`src/rtl/xlat_pkg.sv`:
```
package xlat_pkg;
  localparam int VA_W  = 32;
  localparam int PA_W  = 36;
  localparam int ENT_W = 32;
  localparam int FC_W  = 10;
  localparam int REF_BIT = 5;
  localparam int MOD_BIT = 6;

  typedef enum logic [2:0] {
    ST_IDLE, ST_CTX, ST_L1, ST_L2, ST_L3, ST_WB, ST_DONE
  } walk_st_e;

  typedef enum logic [1:0] {
    ET_INVALID = 2'd0, ET_TABLE = 2'd1, ET_PAGE = 2'd2, ET_RESERVED = 2'd3
  } etype_e;

  function automatic logic [PA_W-1:0] root_entry_addr(logic [31:0] root, logic [31:0] ctx);
    return {root, 4'b0000} + {2'b00, ctx, 2'b00};
  endfunction

  function automatic logic [7:0] table_index(logic [VA_W-1:0] va, logic [1:0] lvl);
    case (lvl)
      2'd0:    return va[31:24];
      2'd1:    return {2'b00, va[23:18]};
      default: return {2'b00, va[17:12]};
    endcase
  endfunction

  function automatic logic [PA_W-1:0] next_table_addr(logic [ENT_W-1:0] ent, logic [7:0] idx);
    return {ent[31:2], 2'b00, 4'b0000} + {26'd0, idx, 2'b00};
  endfunction

  function automatic logic [PA_W-1:0] leaf_addr(logic [ENT_W-1:0] ent, logic [VA_W-1:0] va,
                                                 logic [1:0] lvl);
    logic [PA_W-1:0] off;
    case (lvl)
      2'd1:    off = {12'd0, va[23:0]};
      2'd2:    off = {18'd0, va[17:0]};
      default: off = {24'd0, va[11:0]};
    endcase
    return {ent[31:8], 12'd0} + off;
  endfunction

  function automatic logic [FC_W-1:0] fault_code(logic [1:0] lvl, logic rsv);
    return {lvl, (rsv ? 8'h10 : 8'h04)};
  endfunction

  function automatic logic needs_wb(logic [ENT_W-1:0] ent, logic wr);
    return !ent[REF_BIT] || (wr && !ent[MOD_BIT]);
  endfunction

  function automatic logic [ENT_W-1:0] marked_entry(logic [ENT_W-1:0] ent, logic wr);
    logic [ENT_W-1:0] e;
    e = ent;
    e[REF_BIT] = 1'b1;
    if (wr) e[MOD_BIT] = 1'b1;
    return e;
  endfunction
endpackage

```
`src/rtl/xlat_entry_eval.sv`:
```
module xlat_entry_eval
  import xlat_pkg::*;
(
  input  logic [ENT_W-1:0] ent_i,
  input  logic [1:0]       lvl_i,
  input  logic [VA_W-1:0]  va_i,
  input  logic             wr_i,
  output logic             descend_o,
  output logic             leaf_o,
  output logic             fault_o,
  output logic [FC_W-1:0]  fcode_o,
  output logic [PA_W-1:0]  next_addr_o,
  output logic [PA_W-1:0]  leaf_pa_o,
  output logic             wb_need_o,
  output logic [ENT_W-1:0] wb_data_o
);
  etype_e et;
  assign et = etype_e'(ent_i[1:0]);

  always_comb begin
    descend_o = 1'b0;
    leaf_o    = 1'b0;
    fault_o   = 1'b0;
    fcode_o   = '0;
    case (et)
      ET_TABLE: begin
        if (lvl_i == 2'd3) begin
          fault_o = 1'b1;
          fcode_o = fault_code(lvl_i, 1'b1);
        end else begin
          descend_o = 1'b1;
        end
      end
      ET_PAGE: begin
        if (lvl_i == 2'd0) begin
          fault_o = 1'b1;
          fcode_o = fault_code(lvl_i, 1'b1);
        end else begin
          leaf_o = 1'b1;
        end
      end
      ET_INVALID: begin
        fault_o = 1'b1;
        fcode_o = fault_code(lvl_i, 1'b0);
      end
      default: begin
        fault_o = 1'b1;
        fcode_o = fault_code(lvl_i, 1'b1);
      end
    endcase
  end

  assign next_addr_o = next_table_addr(ent_i, table_index(va_i, lvl_i));
  assign leaf_pa_o   = leaf_addr(ent_i, va_i, lvl_i);
  assign wb_need_o   = needs_wb(ent_i, wr_i);
  assign wb_data_o   = marked_entry(ent_i, wr_i);
endmodule

```
`src/rtl/xlat_bypass.sv`:
```
module xlat_bypass
  import xlat_pkg::*;
(
  input  logic [VA_W-1:0] va_i,
  input  logic [1:0]      kind_i,
  input  logic            boot_i,
  output logic [PA_W-1:0] pa_o,
  output logic [2:0]      rights_o
);
  logic prom_hit;
  assign prom_hit = boot_i && (kind_i == 2'd2);
  assign pa_o     = prom_hit ? (36'hF_F000_0000 | {18'd0, va_i[17:0]}) : {4'd0, va_i};
  assign rights_o = prom_hit ? 3'b101 : 3'b111;
endmodule

```
`src/rtl/xlat_walker.sv`:
```
module xlat_walker
  import xlat_pkg::*;
#(
  parameter int CTX_W = 8
) (
  input  logic             clk,
  input  logic             rst_n,
  input  logic [31:0]      root_ptr_i,
  input  logic [CTX_W-1:0] ctx_i,
  input  logic             mmu_en_i,
  input  logic             boot_i,
  input  logic             req_valid_i,
  input  logic [31:0]      req_va_i,
  input  logic [1:0]       req_kind_i,
  output logic             busy_o,
  output logic             done_o,
  output logic             fault_o,
  output logic [9:0]       fault_code_o,
  output logic [35:0]      pa_o,
  output logic [2:0]       acc_o,
  output logic             mod_o,
  output logic [2:0]       rights_o,
  output logic             mem_req_o,
  output logic             mem_we_o,
  output logic [35:0]      mem_addr_o,
  output logic [31:0]      mem_wdata_o,
  input  logic [31:0]      mem_rdata_i,
  input  logic             mem_ready_i
);
  localparam int CTX_PAD = 32 - CTX_W;

  walk_st_e         st_q;
  logic [VA_W-1:0]  va_q;
  logic             wr_q;
  logic [PA_W-1:0]  ptr_q;
  logic [ENT_W-1:0] wb_q;
  logic [PA_W-1:0]  pa_q;
  logic [2:0]       acc_q, rights_q;
  logic             mod_q, fault_q;
  logic [FC_W-1:0]  code_q;

  // named events
  logic accept, rd_beat, wb_beat;
  logic [1:0] lvl;
  walk_st_e   deeper;

  always_comb begin
    lvl    = 2'd0;
    deeper = ST_L1;
    case (st_q)
      ST_L1:   begin lvl = 2'd1; deeper = ST_L2; end
      ST_L2:   begin lvl = 2'd2; deeper = ST_L3; end
      ST_L3:   begin lvl = 2'd3; deeper = ST_L3; end
      default: begin lvl = 2'd0; deeper = ST_L1; end
    endcase
  end

  assign accept  = (st_q == ST_IDLE) && req_valid_i;
  assign rd_beat = mem_req_o && !mem_we_o && mem_ready_i;
  assign wb_beat = mem_we_o && mem_ready_i;

  logic             ev_descend, ev_leaf, ev_fault, ev_wb_need;
  logic [FC_W-1:0]  ev_code;
  logic [PA_W-1:0]  ev_next, ev_pa;
  logic [ENT_W-1:0] ev_wb_data;

  xlat_entry_eval eval_i (
    .ent_i(mem_rdata_i), .lvl_i(lvl), .va_i(va_q), .wr_i(wr_q),
    .descend_o(ev_descend), .leaf_o(ev_leaf), .fault_o(ev_fault), .fcode_o(ev_code),
    .next_addr_o(ev_next), .leaf_pa_o(ev_pa), .wb_need_o(ev_wb_need), .wb_data_o(ev_wb_data)
  );

  logic [PA_W-1:0] byp_pa;
  logic [2:0]      byp_rights;

  xlat_bypass byp_i (
    .va_i(req_va_i), .kind_i(req_kind_i), .boot_i(boot_i),
    .pa_o(byp_pa), .rights_o(byp_rights)
  );

  always_ff @(posedge clk or negedge rst_n) begin
    if (!rst_n) begin
      st_q     <= ST_IDLE;
      va_q     <= '0;
      wr_q     <= 1'b0;
      ptr_q    <= '0;
      wb_q     <= '0;
      pa_q     <= '0;
      acc_q    <= '0;
      rights_q <= '0;
      mod_q    <= 1'b0;
      fault_q  <= 1'b0;
      code_q   <= '0;
    end else begin
      case (st_q)
        ST_IDLE: if (accept) begin
          va_q    <= req_va_i;
          wr_q    <= req_kind_i[0];
          fault_q <= 1'b0;
          code_q  <= '0;
          acc_q   <= '0;
          mod_q   <= 1'b0;
          if (!mmu_en_i) begin
            pa_q     <= byp_pa;
            rights_q <= byp_rights;
            st_q     <= ST_DONE;
          end else begin
            ptr_q    <= root_entry_addr(root_ptr_i, {{CTX_PAD{1'b0}}, ctx_i});
            rights_q <= '0;
            st_q     <= ST_CTX;
          end
        end
        ST_CTX, ST_L1, ST_L2, ST_L3: if (rd_beat) begin
          if (ev_fault) begin
            fault_q <= 1'b1;
            code_q  <= ev_code;
            st_q    <= ST_DONE;
          end else if (ev_descend) begin
            ptr_q <= ev_next;
            st_q  <= deeper;
          end else if (ev_leaf) begin
            pa_q  <= ev_pa;
            acc_q <= mem_rdata_i[4:2];
            mod_q <= ev_wb_data[MOD_BIT];
            wb_q  <= ev_wb_data;
            st_q  <= ev_wb_need ? ST_WB : ST_DONE;
          end
        end
        ST_WB:   if (wb_beat) st_q <= ST_DONE;
        default: st_q <= ST_IDLE;
      endcase
    end
  end

  assign busy_o       = (st_q != ST_IDLE);
  assign done_o       = (st_q == ST_DONE);
  assign fault_o      = fault_q;
  assign fault_code_o = code_q;
  assign pa_o         = pa_q;
  assign acc_o        = acc_q;
  assign mod_o        = mod_q;
  assign rights_o     = rights_q;
  assign mem_req_o    = (st_q == ST_CTX) || (st_q == ST_L1) || (st_q == ST_L2) ||
                        (st_q == ST_L3) || (st_q == ST_WB);
  assign mem_we_o     = (st_q == ST_WB);
  assign mem_addr_o   = ptr_q;
  assign mem_wdata_o  = wb_q;
endmodule

```
`config.mk`:
```
export PLATFORM = sky130hd
export DESIGN_NAME = xlat_walker
export DESIGN_NICKNAME = d
export VERILOG_FILES = /design/src/rtl/xlat_pkg.sv /design/src/rtl/xlat_entry_eval.sv /design/src/rtl/xlat_bypass.sv /design/src/rtl/xlat_walker.sv
export SDC_FILE = /design/constraint.sdc
export NUM_CORES = 1
export LEC_CHECK = 0
export BUFFER_PORTS_ARGS = -buffer_cell sky130_fd_sc_hd__buf_2
export CORE_AREA = 2 2 168 170
export CTS_CLUSTER_DIAMETER = 60
export DETAILED_ROUTE_END_ITERATION = 16
export DIE_AREA = 0 0 170 172
export GPL_ROUTABILITY_DRIVEN = 1
export GPL_TIMING_DRIVEN = 0
export HOLD_SLACK_MARGIN = 0.08
export SLEW_MARGIN = 20
export SYNTH_ARGS = -nofsm -noshare
export SYNTH_HDL_FRONTEND = slang
export SYNTH_SLANG_ARGS = --single-unit
export TNS_END_PERCENT = 10
```
`constraint.sdc`:
```
create_clock -name clk -period 8 [get_ports clk]
set_clock_uncertainty 0.05 [all_clocks]
set_input_delay 0.4 -clock clk [delete_from_list [all_inputs] [get_ports clk]]
set_output_delay 0.4 -clock clk [all_outputs]
set_load 0.005 [all_outputs]
```
==> impl_metrics.toml, run 1 <==
[status]
status = "finished, final reports clean"

[yosys]
synth_adder_area_share_pct = 5.139
synth-seq-area-share_pct = 40.73
postSynth.asyncResetShare_pct = 100.0
yosys.area.top_type = "dfrtp_1"
synth_area_um2 = 9155
synth_compound_area_share_pct = 17.68
synth_mux_area_share_pct = 0.3280
syn_inst = 1073
synthDistinctLibCells = 86
synth_edf_count = 0
yosysWarnings = 0
synth_xor_area_share_pct = 6.505
synthSimpleGateAreaFrac_pct = 25.01
synth_ff_type = "dfrtp_1"
synth-seq-cells = 149
avgSynthCellArea_um2 = 8.532
yosys-top-cells-area = "dfrtp_1 41%, nand2_1 11%, ha_1 4.4%"
netlist.area_leader.share_pct = 40.73
synth_top_family_by_area = "simple AND/OR/NAND/NOR gates"

[global_routing]
grt_pass1_wl_mm = 49.37
grt_util_met3_pct = 5.516
antenna_found_initial = 10
grt.busiest_layer = "met2"
track_usage_pct = 22.21
overflow = 0
grt_pass1_vias = 8351
grt_max_degree = 85
use_met2_pct = 35.05
use_met1_pct = 30.34

[critical_path]
arrival_ns = 5.09
cp-end-kind = "register"
r2r_setup_slack_ns = 3.20
cp_max_fo = 10
startpoint_type = "register"
crit_type = "reg -> reg"
crit_required_ns = 8.29

[clock_tree]
ctsRootBufferMaster = "clkbuf_16"
clock_latency_ns = 0.43
clk_pin_slew_ns = 0.06
post-cts-setup-buffers = 0
htree_num_levels = 4
clock_sinks = 149
cts_made_buffers = 17
clk_path_buf_depth = 2
cts_tree = "yes"

[route]
finalWirelength_mm = 32.43
drtPass1Iterations = 5
drc = 0
drt_iter0_drc = 748
wire_per_inst_um = 19.23
antenna_left = 0
vias = 8817
vias_per_cell = 5.230

[sta]
finalCriticalPeriod_ns = 4.803
setup_tns_ns = 0
fin_crit_sh_pct = 60.04
holdWs_ns = 0.1307
setup_viol = 0
worst_pin_slew_ns = 0.8605
fmaxAchievable_mhz = 208.2
slew_headroom_pct = 42.63
timing.final.max_slew_violations = 0
hold_viol_final = 0
setup_slack_ns = 3.197
rsz0062_at_grt = "no"

[floorplan]
start_util_pct = 33.32
dieHeight_um = 172
die_area_um2 = 29240
ios = 238
die_w_um = 170
rows = 61
core_um2 = 27480

[placed_design]
io_buffers = 224
dp_hpwl_mm = 25.34
dpl_cell_area_um2 = 10770
place.gp.congestion = 0.8819
place_ws_ns = 3.199

[final_layout]
mostFrequentLayoutCell = "nand2_1"
final.fill_count = 2829
final_cell_mix = "280 x nand2_1, 250 x buf_2, 149 x dfrtp_1"
drive_gt1_share_pct = 24.96
finalInstanceArea_um2 = 11400
layout.nets = 1472
seq_area_um2 = 3729
multiInputGateArea_um2 = 5035
areaGrowthSynthToFinish_pct = 24.50

[min_path]
hold_path.class = "in -> reg"

[pwr]
p_leak_nw = 5.432
p_sw_share_pct = 43.68
power.total_mw = 4.412
max-vdd-ir-drop_v = 0.0001410
powerDensity_nw_per_um2 = 387.1
p_seq_share_pct = 30.4
clock_power_share_pct = 19.0
intPower_mw = 2.485
combPwrFrac_pct = 50.7
power.switching_mw = 1.927

[job]
drv_cap = 0
[worst paths after layout]
check,start,cells past startpoint,endpoint
setup / recovery,st_q[0],17,mem_addr_o[32]
hold / removal,req_va_i[9],3,va_q[9]
setup reg to reg,st_q[0],17,mem_addr_o[32]
hold reg to reg,mod_o,1,mod_o
max in group asynchronous,rst_n,3,pa_o[13]
min in group asynchronous,rst_n,2,mem_addr_o[9]
[metrics by stage]
step	utilization (%)	cells
2_1_floorplan	-	1080
3_3_place_gp	39.07	1650
3_5_place_dp	39.21	1651
4_1_cts	41.47	1684
5_1_grt	41.48	1685
6_report	41.48	1686
[power groups by stage]
stage          logic, mW  clock network [mW]  registers, mW
6_report            2.24               0.837           1.34
5_1_grt             2.50               0.885           1.38
4_1_cts             2.24               0.854           1.34
3_5_place_dp        2.23                   0           1.34
3_3_place_gp        2.20                   0           1.34
2_1_floorplan       1.34                   0           1.32
[synth_stat cells (10+ instances only)]
cell        n
nand2_1   280
dfrtp_1   149
nor2_1     91
a21oi_1    57
o21ai_0    46
xnor2_1    39
ha_1       32
xor2_1     29
buf_2      27
a31oi_1    22
inv_1      22
nand3_1    19
and2_1     18
clkbuf_1   18
a221oi_1   17
nand4_1    17
buf_4      15
nor3_1     13
a21o_1     10
[registers in the layout, summed over array words and instances (netlist names)]
signal and count:
wr_q 1, rights_o 2, va_q 32, acc_o 3, mem_addr_o 34, fault_o 1, fault_code_o 4, st_q 3
pa_o 36, mod_o 1, mem_wdata_o 32
[metal layers]
layer / part of all wire [%] / wire, µm
met5: 0.30 / 96
met2: 44 / 14410
met3: 7.7 / 2489
met1: 46 / 14780
met4: 2.0 / 654
[logic make-up after synthesis]
logic type      after synthesis
compound gates              233
buf+inv                      85
mux                           3
xor+xnor                     68
other cells                   1
fa+ha+maj                    36
flops                       149
simple gates                498
[cell type report]
class | count | area share (%)
Multi-Input combinational cell | 846 | 44.17
Sequential cell | 149 | 32.71
Timing Repair Buffer | 226 | 10.25
Clock buffer | 22 | 4.072
Tap cell | 346 | 3.798
Buffer | 63 | 2.942
Clock inverter | 10 | 1.284
Inverter | 22 | 0.7245
Antenna cell | 2 | 0.04391
[timing repair]
item	in CTS	in global routing
hold endpoints to repair	65	0
resized for setup	0	0
hold buffers	1	0
setup endpoints to repair	0	0
[worst max-delay path, cell delays in order (launching register included)]
cell,delay (ns)
dfrtp_1,0.51
clkbuf_1,0.39
nand2_1,0.10
o21bai_1,0.35
inv_1,0.15
ha_1,0.27
clkbuf_1,0.27
nor2_1,0.37
a221o_1,0.30
ha_1,0.21
fa_1,0.21
a21oi_1,0.09
o21ai_1,0.53
and2_1,0.21
buf_2,0.16
nand2_1,0.07
xor2_1,0.20
a221oi_2,0.28
No activity file was read; power rests on OpenSTA's default activity.
==> run 2: changes to the inputs <==
==> constraint.sdc (replaced) <==
create_clock -name clk -period 5 [get_ports clk]
set_clock_uncertainty 0.05 [all_clocks]
set_input_delay 0.25 -clock clk [delete_from_list [all_inputs] [get_ports clk]]
set_output_delay 0.25 -clock clk [all_outputs]
set_load 0.005 [all_outputs]
==> impl_metrics.toml, run 2 (synthesized netlist as in run 1, its figures left out) <==
[status]
status = "finished, final reports clean"

[floorplan]
ios = 238
core_um2 = 27480
dieHeight_um = 172
die_area_um2 = 29240
rows = 61
start_util_pct = 33.32
die_w_um = 170

[critical_path]
crit_required_ns = 5.28
cp_top_family = "simple AND/OR/NAND/NOR gates"
crit_path_top_delay_cell = "nor3b_2"
cp-endpoint = "mem_addr_o[15]"
path_depth = 16
crit_chain = "buf_2 > nor3b_2 > o21bai_1 > inv_1 > ha_1 > clkbuf_1 > nor2_1 > a221o_1 > ha_1 > a21o_1 > and4_1 > or2_2 > buf_2 > and3_2 > xnor2_1 > a221oi_1"
r2r_setup_slack_ns = 0.35
crit_start = "st_q[1]"
crit_type = "reg -> reg"
reg2reg_to = "mem_addr_o[15]"
worstReg2RegStart = "st_q[1]"
cpPeakStageDelay_ns = 0.43
cp-end-kind = "register"
arrival_ns = 4.93
crit_buf_inv = 4
cp_max_fo = 10
reg2reg_depth = 16
startpoint_type = "register"

[sta]
worst_pin_slew_ns = 0.8359
rsz0062_at_grt = "no"
fin_crit_sh_pct = 93.02
fmaxAchievable_mhz = 215.0
setup_slack_ns = 0.3492
slew_headroom_pct = 44.27
hold_viol_final = 0
setup_tns_ns = 0
timing.final.max_slew_violations = 0
finalCriticalPeriod_ns = 4.651
setup_viol = 0

[pwr]
max-vdd-ir-drop_v = 0.0002264
p_leak_nw = 5.645
powerDensity_nw_per_um2 = 597.9

[global_routing]
overflow = 0
grt_pass1_wl_mm = 50.31
grt_max_degree = 85
grt_pass1_vias = 8678
antenna_found_initial = 1
track_usage_pct = 22.51

[route]
vias = 8969
antenna_left = 0
finalWirelength_mm = 32.91
vias_per_cell = 5.175
drt_iter0_drc = 683
drtPass1Iterations = 5
drc = 0
wire_per_inst_um = 18.99

[final_layout]
antenna_cells = 0
drive_gt1_share_pct = 24.30
final_cell_mix = "280 x nand2_1, 250 x buf_2, 149 x dfrtp_1"
areaGrowthSynthToFinish_pct = 29.88
final.fill_count = 2776
layout.nets = 1521
mostFrequentLayoutCell = "nand2_1"
largest_register_ffs = 36

[clock_tree]
htree_num_levels = 4
clk_path_buf_depth = 2
cts_tree = "yes"
clock_sinks = 149
ctsRootBufferMaster = "clkbuf_16"
clock_latency_ns = 0.43
clk_pin_slew_ns = 0.07
cts_made_buffers = 17

[min_path]
min_from = "mem_rdata_i[11]"
hold_path.class = "in -> reg"

[placed_design]
io_buffers = 224
dp_hpwl_mm = 25.34
place_ws_ns = 0.1986
place.gp.congestion = 0.8819

[job]
drv_cap = 0
[run 2: cell count changes in the layout (fill, tap and decap cells not counted), sizes merged]
| cell | change |
|---|---|
| dlygate4sd3 | +49 |
| diode | -2 |
[run 2: through the flow]
stage,power (mW),instance area [µm²],util (%),std cells,hold slack (ns)
after floorplan,4.256,9181,-,1080,-0.09559
after global placement,5.660,10740,39.07,1650,0.4036
after detailed placement,5.717,10770,39.21,1651,0.2028
after CTS,7.116,11880,43.25,1733,0.08144
after global routing,7.663,11890,43.27,1733,0.1004
final,7.109,11890,43.27,1733,0.08941
[run 2: where the power goes]
part	switching, mW	total [mW]	internal (mW)
clock	0.529	1.35	0.816
sequential	0.370	2.15	1.78
combinational	2.21	3.62	1.41
[run 2: repair_timing]
item                       4_1_cts  5_1_grt
hold buffers                    50        0
setup endpoints to repair        0        7
resized for setup                0        5
hold endpoints to repair       132        0
setup buffers                    0        0
[run 2: how the worst min path moves through the flow]
| stage | slack (ns) | depth (start not counted) | to |
|---|---|---|---|
| after floorplan | -0.1 | 0 | acc_o[0] |
| after global placement | 0.40 | 2 | mem_wdata_o[30] |
| after detailed placement | 0.20 | 1 | mem_addr_o[8] |
| after CTS | 0.08 | 3 | mem_wdata_o[17] |
| after global routing | 0.10 | 3 | mem_wdata_o[8] |
| final | 0.09 | 3 | mem_wdata_o[11] |
[run 2: layer usage]
metal | global-route usage [%] | wire length [µm] | vias up
li1 | - | - | 4302
met5 | 0 | 9 | -
met4 | 7.469 | 801 | 2
met1 | 30.99 | 15190 | 4267
met3 | 4.257 | 2300 | 51
met2 | 35.72 | 14610 | 347
[run 2: worst min-delay path, cell delays in order]
cell and delay (ns):
buf_2 0.17, nand2_1 0.07, nand2_1 0.04
[run 2: cell type report]
type                            count  area [µm²]  share of cell area, %
Buffer                             63       337.8                  2.841
Tap cell                          346       432.9                  3.641
Inverter                           22       82.58                 0.6945
Multi-Input combinational cell    846        5039                  42.38
Sequential cell                   149        3729                  31.36
Clock buffer                       22       464.2                  3.904
Timing Repair Buffer              275        1659                  13.95
Clock inverter                     10       146.4                  1.231
